==> src/rtl/ssc_frac_pkg.sv <==
// Shared definitions for the spread-spectrum divider word generator.
// Assumes a 3-bit field select; field numbering is fixed here.
package ssc_frac_pkg;
    typedef enum logic [2:0] {
        FLD_INT     = 3'd0,
        FLD_FRAC_LO = 3'd1,
        FLD_FRAC_MD = 3'd2,
        FLD_FRAC_HI = 3'd3,
        FLD_PERIOD  = 3'd4,
        FLD_STEP    = 3'd5,
        FLD_ADJ     = 3'd6,
        FLD_CTRL    = 3'd7
    } fld_e;

    localparam int CTRL_CENTER_BIT = 0;
    localparam int CTRL_ENABLE_BIT = 1;
endpackage

==> src/rtl/ssc_cfg_regs.sv <==
// Field storage for the generator. Holds the nominal word, the sweep timing
// and the control bits. Exposes both the stored values and the values they
// take at the next edge, so that a restart can use freshly written settings.
// Assumes FRAC_W lies between 17 and 24 and INT_W <= CNT_W.
module ssc_cfg_regs
    import ssc_frac_pkg::*;
#(
    parameter int INT_W   = 8,
    parameter int FRAC_W  = 18,
    parameter int CNT_W   = 16,
    parameter int ADJ_RST = 2
) (
    input  logic               clk,
    input  logic               rst_n,
    input  logic               wr_en,
    input  logic [2:0]         wr_addr,
    input  logic [CNT_W-1:0]   wr_data,
    output logic [INT_W-1:0]   int_q,
    output logic [FRAC_W-1:0]  frac_q,
    output logic [CNT_W-1:0]   period_q,
    output logic [CNT_W-1:0]   step_q,
    output logic [CNT_W-1:0]   adj_q,
    output logic               en_q,
    output logic               center_q,
    output logic [CNT_W-1:0]   period_d,
    output logic               en_d,
    output logic               center_d
);
    localparam int HI_W = FRAC_W - 16;

    logic [INT_W-1:0]  int_d;
    logic [FRAC_W-1:0] frac_d;
    logic [CNT_W-1:0]  step_d;
    logic [CNT_W-1:0]  adj_d;

    // Next-state decode of a field write.
    always_comb begin
        int_d    = int_q;
        frac_d   = frac_q;
        period_d = period_q;
        step_d   = step_q;
        adj_d    = adj_q;
        en_d     = en_q;
        center_d = center_q;
        if (wr_en) begin
            case (fld_e'(wr_addr))
                FLD_INT:     int_d            = wr_data[INT_W-1:0];
                FLD_FRAC_LO: frac_d[7:0]      = wr_data[7:0];
                FLD_FRAC_MD: frac_d[15:8]     = wr_data[7:0];
                FLD_FRAC_HI: frac_d[FRAC_W-1:16] = wr_data[HI_W-1:0];
                FLD_PERIOD:  period_d         = wr_data;
                FLD_STEP:    step_d           = wr_data;
                FLD_ADJ:     adj_d            = wr_data;
                FLD_CTRL: begin
                    en_d     = wr_data[CTRL_ENABLE_BIT];
                    center_d = wr_data[CTRL_CENTER_BIT];
                end
                default: ;
            endcase
        end
    end

    // Field registers with reset values.
    always_ff @(posedge clk) begin
        if (!rst_n) begin
            int_q    <= '0;
            frac_q   <= '0;
            period_q <= '0;
            step_q   <= '0;
            adj_q    <= CNT_W'(ADJ_RST);
            en_q     <= 1'b0;
            center_q <= 1'b0;
        end else begin
            int_q    <= int_d;
            frac_q   <= frac_d;
            period_q <= period_d;
            step_q   <= step_d;
            adj_q    <= adj_d;
            en_q     <= en_d;
            center_q <= center_d;
        end
    end
endmodule

==> src/rtl/ssc_phase_gen.sv <==
// Sweep timing: a prescaler that marks a step instant every adj+1 cycles and
// a half-period counter that reverses the sweep direction each time it
// reaches the programmed half-period. On restart the prescaler clears, the
// direction points down, and the half-period counter starts at 0 (down mode)
// or at half its range (center mode), so that center sweeps begin mid-slope.
module ssc_phase_gen #(
    parameter int CNT_W = 16
) (
    input  logic             clk,
    input  logic             rst_n,
    input  logic             restart,
    input  logic [CNT_W-1:0] adj_q,
    input  logic [CNT_W-1:0] period_q,
    input  logic [CNT_W-1:0] period_d,
    input  logic             center_d,
    input  logic             en_d,
    output logic             tick,
    output logic             turn,
    output logic             dir_up
);
    logic [CNT_W-1:0] pre_q;
    logic [CNT_W-1:0] hc_q;
    logic [CNT_W:0]   len_d;
    logic [CNT_W-1:0] hc_init;

    // Step instant and reversal instant.
    always_comb begin
        tick = (pre_q == adj_q);
        turn = (hc_q == period_q);
    end

    // Start point of the half-period counter for the settings being applied.
    always_comb begin
        len_d   = {1'b0, period_d} + 1'b1;
        hc_init = (center_d && en_d) ? len_d[CNT_W:1] : '0;
    end

    // Prescaler, half-period counter and direction flag.
    always_ff @(posedge clk) begin
        if (!rst_n) begin
            pre_q  <= '0;
            hc_q   <= '0;
            dir_up <= 1'b0;
        end else if (restart) begin
            pre_q  <= '0;
            hc_q   <= hc_init;
            dir_up <= 1'b0;
        end else begin
            pre_q <= tick ? '0 : pre_q + 1'b1;
            hc_q  <= turn ? '0 : hc_q + 1'b1;
            if (turn) begin
                dir_up <= ~dir_up;
            end
        end
    end
endmodule

==> src/rtl/ssc_offset_acc.sv <==
// Offset accumulator: adds or subtracts one step on each step instant,
// in the direction held before any reversal of the same cycle. Cleared on
// restart. Arithmetic is modulo 2^WORD_W, matching the output word.
module ssc_offset_acc #(
    parameter int WORD_W = 26,
    parameter int CNT_W  = 16
) (
    input  logic              clk,
    input  logic              rst_n,
    input  logic              restart,
    input  logic              tick,
    input  logic              dir_up,
    input  logic [CNT_W-1:0]  step_q,
    output logic [WORD_W-1:0] offset_q
);
    logic [WORD_W-1:0] step_x;

    // Step widened to the word width.
    always_comb begin
        step_x = WORD_W'(step_q);
    end

    // Offset register.
    always_ff @(posedge clk) begin
        if (!rst_n || restart) begin
            offset_q <= '0;
        end else if (tick) begin
            offset_q <= dir_up ? offset_q + step_x : offset_q - step_x;
        end
    end
endmodule

==> src/rtl/ssc_frac_mod.sv <==
// Top of the spread-spectrum divider word generator. Combines the field
// registers, sweep timing and offset accumulator; the output is the nominal
// word plus the current offset, modulo 2^WORD_W. Spreading off, or any write,
// counts as a restart of the sweep.
module ssc_frac_mod #(
    parameter int INT_W   = 8,
    parameter int FRAC_W  = 18,
    parameter int CNT_W   = 16,
    parameter int ADJ_RST = 2
) (
    input  logic                     clk,
    input  logic                     rst_n,
    input  logic                     wr_en,
    input  logic [2:0]               wr_addr,
    input  logic [CNT_W-1:0]         wr_data,
    output logic [INT_W+FRAC_W-1:0]  div_word
);
    localparam int WORD_W = INT_W + FRAC_W;

    logic [INT_W-1:0]  int_q;
    logic [FRAC_W-1:0] frac_q;
    logic [CNT_W-1:0]  period_q, step_q, adj_q, period_d;
    logic              en_q, center_q, en_d, center_d;
    logic              restart, tick, turn, dir_up;
    logic [WORD_W-1:0] nominal, offset_q;

    ssc_cfg_regs #(
        .INT_W(INT_W), .FRAC_W(FRAC_W), .CNT_W(CNT_W), .ADJ_RST(ADJ_RST)
    ) regs_i (
        .clk(clk), .rst_n(rst_n), .wr_en(wr_en), .wr_addr(wr_addr),
        .wr_data(wr_data), .int_q(int_q), .frac_q(frac_q),
        .period_q(period_q), .step_q(step_q), .adj_q(adj_q),
        .en_q(en_q), .center_q(center_q), .period_d(period_d),
        .en_d(en_d), .center_d(center_d)
    );

    // Sweep restarts on any write and is held at its start while disabled.
    always_comb begin
        restart = wr_en || !en_q;
    end

    ssc_phase_gen #(.CNT_W(CNT_W)) phase_i (
        .clk(clk), .rst_n(rst_n), .restart(restart), .adj_q(adj_q),
        .period_q(period_q), .period_d(period_d), .center_d(center_d),
        .en_d(en_d), .tick(tick), .turn(turn), .dir_up(dir_up)
    );

    ssc_offset_acc #(.WORD_W(WORD_W), .CNT_W(CNT_W)) acc_i (
        .clk(clk), .rst_n(rst_n), .restart(restart), .tick(tick),
        .dir_up(dir_up), .step_q(step_q), .offset_q(offset_q)
    );

    // Output word: nominal plus offset.
    always_comb begin
        nominal  = {int_q, frac_q};
        div_word = nominal + offset_q;
    end

    logic unused_center;
    assign unused_center = center_q;
endmodule

==> config.mk <==
export PLATFORM = sky130hd
export DESIGN_NAME = ssc_frac_mod
export DESIGN_NICKNAME = d
export VERILOG_FILES = /design/src/rtl/ssc_frac_pkg.sv /design/src/rtl/ssc_cfg_regs.sv /design/src/rtl/ssc_phase_gen.sv /design/src/rtl/ssc_offset_acc.sv /design/src/rtl/ssc_frac_mod.sv
export SDC_FILE = /design/constraint.sdc
export NUM_CORES = 1
export LEC_CHECK = 0
export BUFFER_PORTS_ARGS = -buffer_cell sky130_fd_sc_hd__buf_2
export CAP_MARGIN = 10
export CORE_MARGIN = 1
export CORE_UTILIZATION = 55
export DETAILED_ROUTE_END_ITERATION = 10
export PLACE_DENSITY = 0.72
export SETUP_SLACK_MARGIN = 0.3
export SLEW_MARGIN = 10
export SYNTH_ARGS = -nofsm -noshare
export SYNTH_HDL_FRONTEND = slang
export SYNTH_SLANG_ARGS = --single-unit
==> constraint.sdc <==
create_clock -name clk -period 4.8 [get_ports clk]
set_input_delay 0.24 -clock clk [delete_from_list [all_inputs] [get_ports clk]]
set_output_delay 0.24 -clock clk [all_outputs]
set_load 0.01 [all_outputs]
# Word-level counts from Yosys, hierarchy flattened
# Cells that the tools add are included.
[word_totals] regBits=135 latchBits=0 ramBits=0 mem_bits_ro=0 input_bits=22 output_inout_bits=26 word_cells=54 mem_count=0
[classes] add_sub_neg=6 n_mul=0 div=0 n_lt_le_gt_ge=0 n_eq_ne=9 shifts=0 muxes=10 bitwise_logic=2 n_reduce_logical=14
[ops] cell="two-way mux 16 bit" n=5
[ops] cell="adder 16 x 1 -> 16 bit (second input constant)" n=2
[ops] cell="equality test 16 bit" n=2
[ops] cell="adder 26 x 16 -> 26 bit" n=1
[ops] cell="adder 26 bit" n=1
[ops] cell="two-way mux 26 bit" n=1
[ops] cell="subtractor 26 x 16 -> 26 bit" n=1
[ops] cell="adder 16 x 1 -> 17 bit (second input constant)" n=1
[ops] cell="equality test 3 bit (second input constant)" n=4
[ops] cell="AND reduction 2 bit" n=6
[ops] cell="equality test 3 x 2 -> 1 bit (second input constant)" n=2
[ops] cell="two-way mux 1 bit" n=4
[ops] cell="equality test 3 x 1 -> 1 bit (second input constant)" n=1
[ops] cell="zero test 3 bit" n=1
[ops] cell="OR reduction 3 bit" n=1
[ops] cell="zero test 1 bit" n=2
[ops] cell="logical OR 1 bit" n=2
[ops] cell="NOT 1 bit" n=2
[ops] cell="OR reduction 2 bit" n=1
[ops] cell="logical AND 1 bit" n=1

# Depth between registers and ports, before layout
[logic_depth] word_depth=6 mapped_depth=17 ltp_nobuf=17

# Hierarchy
# A second synthesis with hierarchy kept.
[hier_totals] hier_cells=1071 hier_area_um2=9228.9
[modules_own_cells] mod="ssc_cfg_regs" n_inst=1 cells_each=292 area_each_um2=3088.0 seq_area_each_um2=1521.5
[modules_own_cells] mod="ssc_offset_acc" n_inst=1 cells_each=350 area_each_um2=2693.8 seq_area_each_um2=520.5
[modules_own_cells] mod="ssc_phase_gen" n_inst=1 cells_each=235 area_each_um2=2065.7 seq_area_each_um2=660.6
[modules_own_cells] mod="ssc_frac_mod" n_inst=1 cells_each=194 area_each_um2=1381.3 seq_area_each_um2=0.0

# Worst setup path before layout
# Ideal clock, no wire load.
[synth_timing] kind="reg-to-reg" from="register regs_i.step_q[2]" to="register acc_i.offset_q[23]" setup_time_ns=0.127 arrival_ns=3.394 required_ns=4.673 setup_slack_ns=1.279 stages_incl_launch_ff=14 n_path_buf=0 period_less_slack_ns=3.521 cell_sequence="dfxtp_1 nor4_2 nor4b_4 and4bb_4 nor2_1 xor2_1 ha_1 or3_1 o211ai_1 nand3_1 a221o_1 a211oi_1 nor3_1 or3b_1"
[synth_via] elab_chain_cells=2 elab_cells_between_ends=3 classes_between="2 x add/sub; 1 x mux"
[synth_lines] element="from (decl)" line="ssc_cfg_regs.sv:21" text="output logic [CNT_W-1:0] step_q,"
[synth_lines] element="from (signal assigned)" line="ssc_cfg_regs.sv:77" text="step_q <= step_d;"
[synth_lines] element="subtractor 26 x 16 -> 26 bit / adder 26 x 16 -> 26 bit (equally long branches)" line="ssc_offset_acc.sv:28" text="offset_q <= dir_up ? offset_q + step_x : offset_q - step_x;"
[synth_lines] element="two-way mux 26 bit *" line="ssc_offset_acc.sv:28"
[synth_lines] element="to (signal assigned)" line="ssc_offset_acc.sv:28"
[synth_lines] element="to (decl)" line="ssc_offset_acc.sv:14" text="output logic [WORD_W-1:0] offset_q"
# Mark *: on every way between the ends. The rest lies on a longest branch, timed or not.
# A chain may end at the register's enable or synchronous reset.

# Worst setup path in the final report
# Ends and elaborated chain as after synthesis.

==> impl_metrics.py <==
metrics = {
    "floorplan": {
        "boundaryPins": 48,
        "design.core.area_um2": 15830,
        "die_area_um2": 16690,
        "rows": 46,
        "initial_core_util_pct": 56.23,
        "die_h_um": 129.2,
        "die_x_um": 129.2,
    },
    "setup_path": {
        "critPathCapture": "acc_i.offset_q[23]$_SDFFE_PP0P_",
        "cp-end-kind": "flip-flop",
        "rr_startpoint": "regs_i.step_q[2]$_SDFFE_PN0P_",
        "startpoint_type": "flip-flop",
        "r2r_setup_slack_ns": 0.88,
        "slowest_stage": "nor4_2",
        "ff2ff_path_depth": 13,
        "crit_fanout": 7,
        "path_depth": 13,
        "startpoint": "regs_i.step_q[2]$_SDFFE_PN0P_",
        "slowest_delay_ns": 0.39,
        "arrival_ns": 4.22,
        "path_class": "reg2reg",
        "worstReg2RegEnd": "acc_i.offset_q[23]$_SDFFE_PP0P_",
        "cpLargestDelayFamily": "simple AND/OR/NAND/NOR gates",
        "worstPathCellList": "nor4_2 -> nor4b_4 -> and4bb_4 -> nor2_1 -> xor2_1 -> ha_1 -> or3_1 -> o211ai_1 -> nand3_1 -> a221o_1 -> a211oi_1 -> nor3_1 -> or3b_1",
        "cp.buffers_inverters": 0,
        "cp_data_required_time_ns": 5.11,
    },
    "timing": {
        "hold_ws_ns": 0.09542,
        "fmax_mhz": 255.4,
        "tightest_slew_ns": 1.027,
        "drv_slew": 0,
        "setup_tns_ns": 0,
        "setup_viol_count_final": 0,
        "rsz0062_at_grt": "false",
        "slew_headroom_pct": 31.41,
        "finalHoldViolCount": 0,
        "fin_skew_ns": 0.008281,
        "fin_crit_ns": 3.916,
        "finalCritPeriodShare_pct": 81.58,
    },
    "synth": {
        "synth-edff-count": 0,
        "synth_most_common_cell": "nand2_1",
        "syn_nets": 1190,
        "ys_types": 67,
        "yosys_warnings": 0,
        "yosysSeqAreaShare_pct": 30.37,
        "yosys-top-cells-area": "dfxtp_1 30%, ha_1 7.6%, nand2_1 7.2%, xor2_1 6.3%, xnor2_1 5.6%",
        "synth_top_area_cell": "dfxtp_1",
        "ys_async_sr_fraction_pct": 0,
        "ys_ff_latch": 135,
        "synthFlopType": "dfxtp_1",
        "synth.avg_cell_area_um2": 8.003,
        "yosys-top-cells-count": "171 x nand2_1, 135 x dfxtp_1, 104 x nor2_1",
        "synth_cells": 1112,
        "syn_area_um2": 8900,
        "synth_top_area_share_pct": 30.37,
    },
    "flow_run": {
        "cap_viol_max_count": 0,
    },
    "global_route": {
        "grt_pass1_vias": 7214,
        "grt_max_degree": 77,
        "gr-total-overflow": 0,
        "antenna_found_initial": 0,
        "grt_pass1_wl_mm": 35.78,
        "grt.total_usage_pct": 27.57,
    },
    "routing": {
        "vias_per_cell": 5.731,
        "drt-pass1-iter-count": 5,
        "wl_mm": 22.15,
        "num_vias": 7863,
        "drt_iter0_markers": 380,
        "drc_errors": 0,
        "wl_per_cell_um": 16.14,
        "postRouteAntennaNets": 0,
    },
    "power_and_ir_drop": {
        "switching_share_pct": 24.45,
        "p_sw_uw": 696.3,
        "cellLeakagePower_uw": 0.004107,
        "ir_drop_mv": 0.2379,
        "power_uw": 2848,
        "combPwrFrac_pct": 11.3,
        "power_density_nw_per_um2": 287.0,
        "p_clk_share_pct": 48.3,
        "p_int_uw": 2152,
        "seqPwrFrac_pct": 40.3,
    },
    "cts": {
        "cts_buffers": 17,
        "clock_path_buffers": 2,
        "clock-sinks": 135,
        "holdBufCountCts": 0,
        "cts-root-buf": "clkbuf_16",
        "cts_setup_buffers": 0,
        "cts_resized": 0,
        "clk_pin_slew_ns": 0.06,
        "insertion_delay_ns": 0.43,
        "h-tree-depth": 4,
        "cts_tree": "yes",
    },
    "cells_and_area": {
        "fin_cells": 1372,
        "area_growth_pct": 11.50,
        "seqCellArea_um2": 2703,
        "n_antenna_cell": 0,
        "fin_nets": 1222,
        "finish.instance_area_um2": 9923,
        "drive_gt1_share_pct": 8.045,
        "multi_input_area_um2": 5977,
        "n_fill_cell": 1445,
    },
    "place": {
        "numPortBuffers": 47,
        "place_area_um2": 9309,
        "placedCellCount": 1341,
        "gp_congestion": 0.9020,
        "dp_hpwl_mm": 16.00,
    },
    "status": {
        "status": "finished, final reports clean",
    },
    "hold_path": {
        "hold_class": "in2reg",
    },
}
sequential cells by signal, indices dropped and copies added, names as in the netlist:
register,flops
regs_i.adj_q,16
regs_i.frac_q,18
phase_i.dir_up,1
regs_i.period_q,16
phase_i.pre_q,16
regs_i.en_q,1
acc_i.offset_q,26
regs_i.center_q,1
phase_i.hc_q,16
regs_i.int_q,8
regs_i.step_q,16
power by group through the flow:
stage                     Combinational (µW)  Sequential (µW)  Clock, µW
final                                    323             1150       1380
after CTS                                319             1150       1390
after global placement                   314             1170          0
after detailed placement                 315             1170          0
after floorplan                          233             1170          0
after global routing                     354             1150       1440
logic make-up (layout without fill, tap and decap cells):
group / count (synthesis) / count (layout) / share of synthesized area, %
AOI/OAI and AO/OA: 250 / 250 / 18.56
xor gates and xnor gates: 121 / 121 / 11.91
and+or+nand+nor: 456 / 456 / 24.62
buffers and inverters: 61 / 105 / 2.741
muxes: 33 / 33 / 3.768
adders and majority gates: 56 / 56 / 8.042
DFF: 135 / 135 / 30.37
through the flow:
stage          util [%]  setup slack (ns)
2_1_floorplan         -             1.279
3_3_place_gp      58.81            0.9806
3_5_place_dp      58.81            0.9022
4_1_cts           62.70            0.8856
5_1_grt           62.70            0.5678
6_report          62.70            0.8841
cell usage in the layout (no fill, tap or decap), types with 4 or more instances in the layout:
cell type  synthesis  layout
nor2_1           104     104
clkbuf_1          31       4
bufinv_16          0       4
and3_1            17      17
a31oi_1            6       6
buf_2              6      47
nand3_1           33      33
o21a_1             5       5
a21oi_1           56      56
o31ai_1            4       4
o21ai_0           21      21
ha_1              54      54
nor3_1            19      19
nand2b_1           5       5
nor4_1             9       9
xor2_1            64      64
inv_1             20      20
a21boi_1          58      58
o21bai_1           6       6
o22ai_1           18      18
a211oi_1          10      10
o211ai_1           8       8
o21ai_1           14      14
or3_1             12      12
o2111ai_1          4       4
clkbuf_16          0      17
nand3b_1           4       4
nor2b_1           26      26
nand2_1          171     171
mux2i_1           29      29
and2_1            19      19
dfxtp_1          135     135
nand4_1           20      20
xnor2_1           57      57
a21o_1            23      23
buf_4              1       6
how the worst min path moves through the flow:
stage / start / endpoint / depth (start not counted)
4_1_cts: wr_data[14] / regs_i.step_q[14]$_SDFFE_PN0P_ / 3
3_5_place_dp: regs_i.frac_q[6]$_SDFFE_PN0P_ / regs_i.frac_q[6]$_SDFFE_PN0P_ / 2
3_3_place_gp: regs_i.frac_q[6]$_SDFFE_PN0P_ / regs_i.frac_q[6]$_SDFFE_PN0P_ / 2
6_report: wr_data[15] / regs_i.adj_q[15]$_SDFFE_PN0P_ / 3
5_1_grt: wr_data[14] / regs_i.step_q[14]$_SDFFE_PN0P_ / 3
2_1_floorplan: wr_data[4] / regs_i.frac_q[12]$_SDFFE_PN0P_ / 2
area by class of cell:
| class | instances | share of cell area [%] |
|---|---|---|
| timing repair buffer | 53 | 2.824 |
| clock inverter | 8 | 1.475 |
| sequential | 135 | 27.23 |
| inverter | 21 | 0.7944 |
| multi-input combinational | 916 | 60.23 |
| clock buffer | 23 | 4.716 |
| tap | 216 | 2.723 |
worst min-delay path, delay by kind of cell:
family,cells,cell delay [ns]
buffers and inverters,1,0.13
AO/OA/AOI/OAI,1,0.05
AND/OR/NAND/NOR,1,0.06
per-layer routing:
layer	share of wire [%]	global-route usage, %
met3	5.1	4.707
met4	1.9	9.689
met1	47	35.96
met5	0	0
met2	46	45.89
No activity file was read; power rests on OpenSTA's default activity.
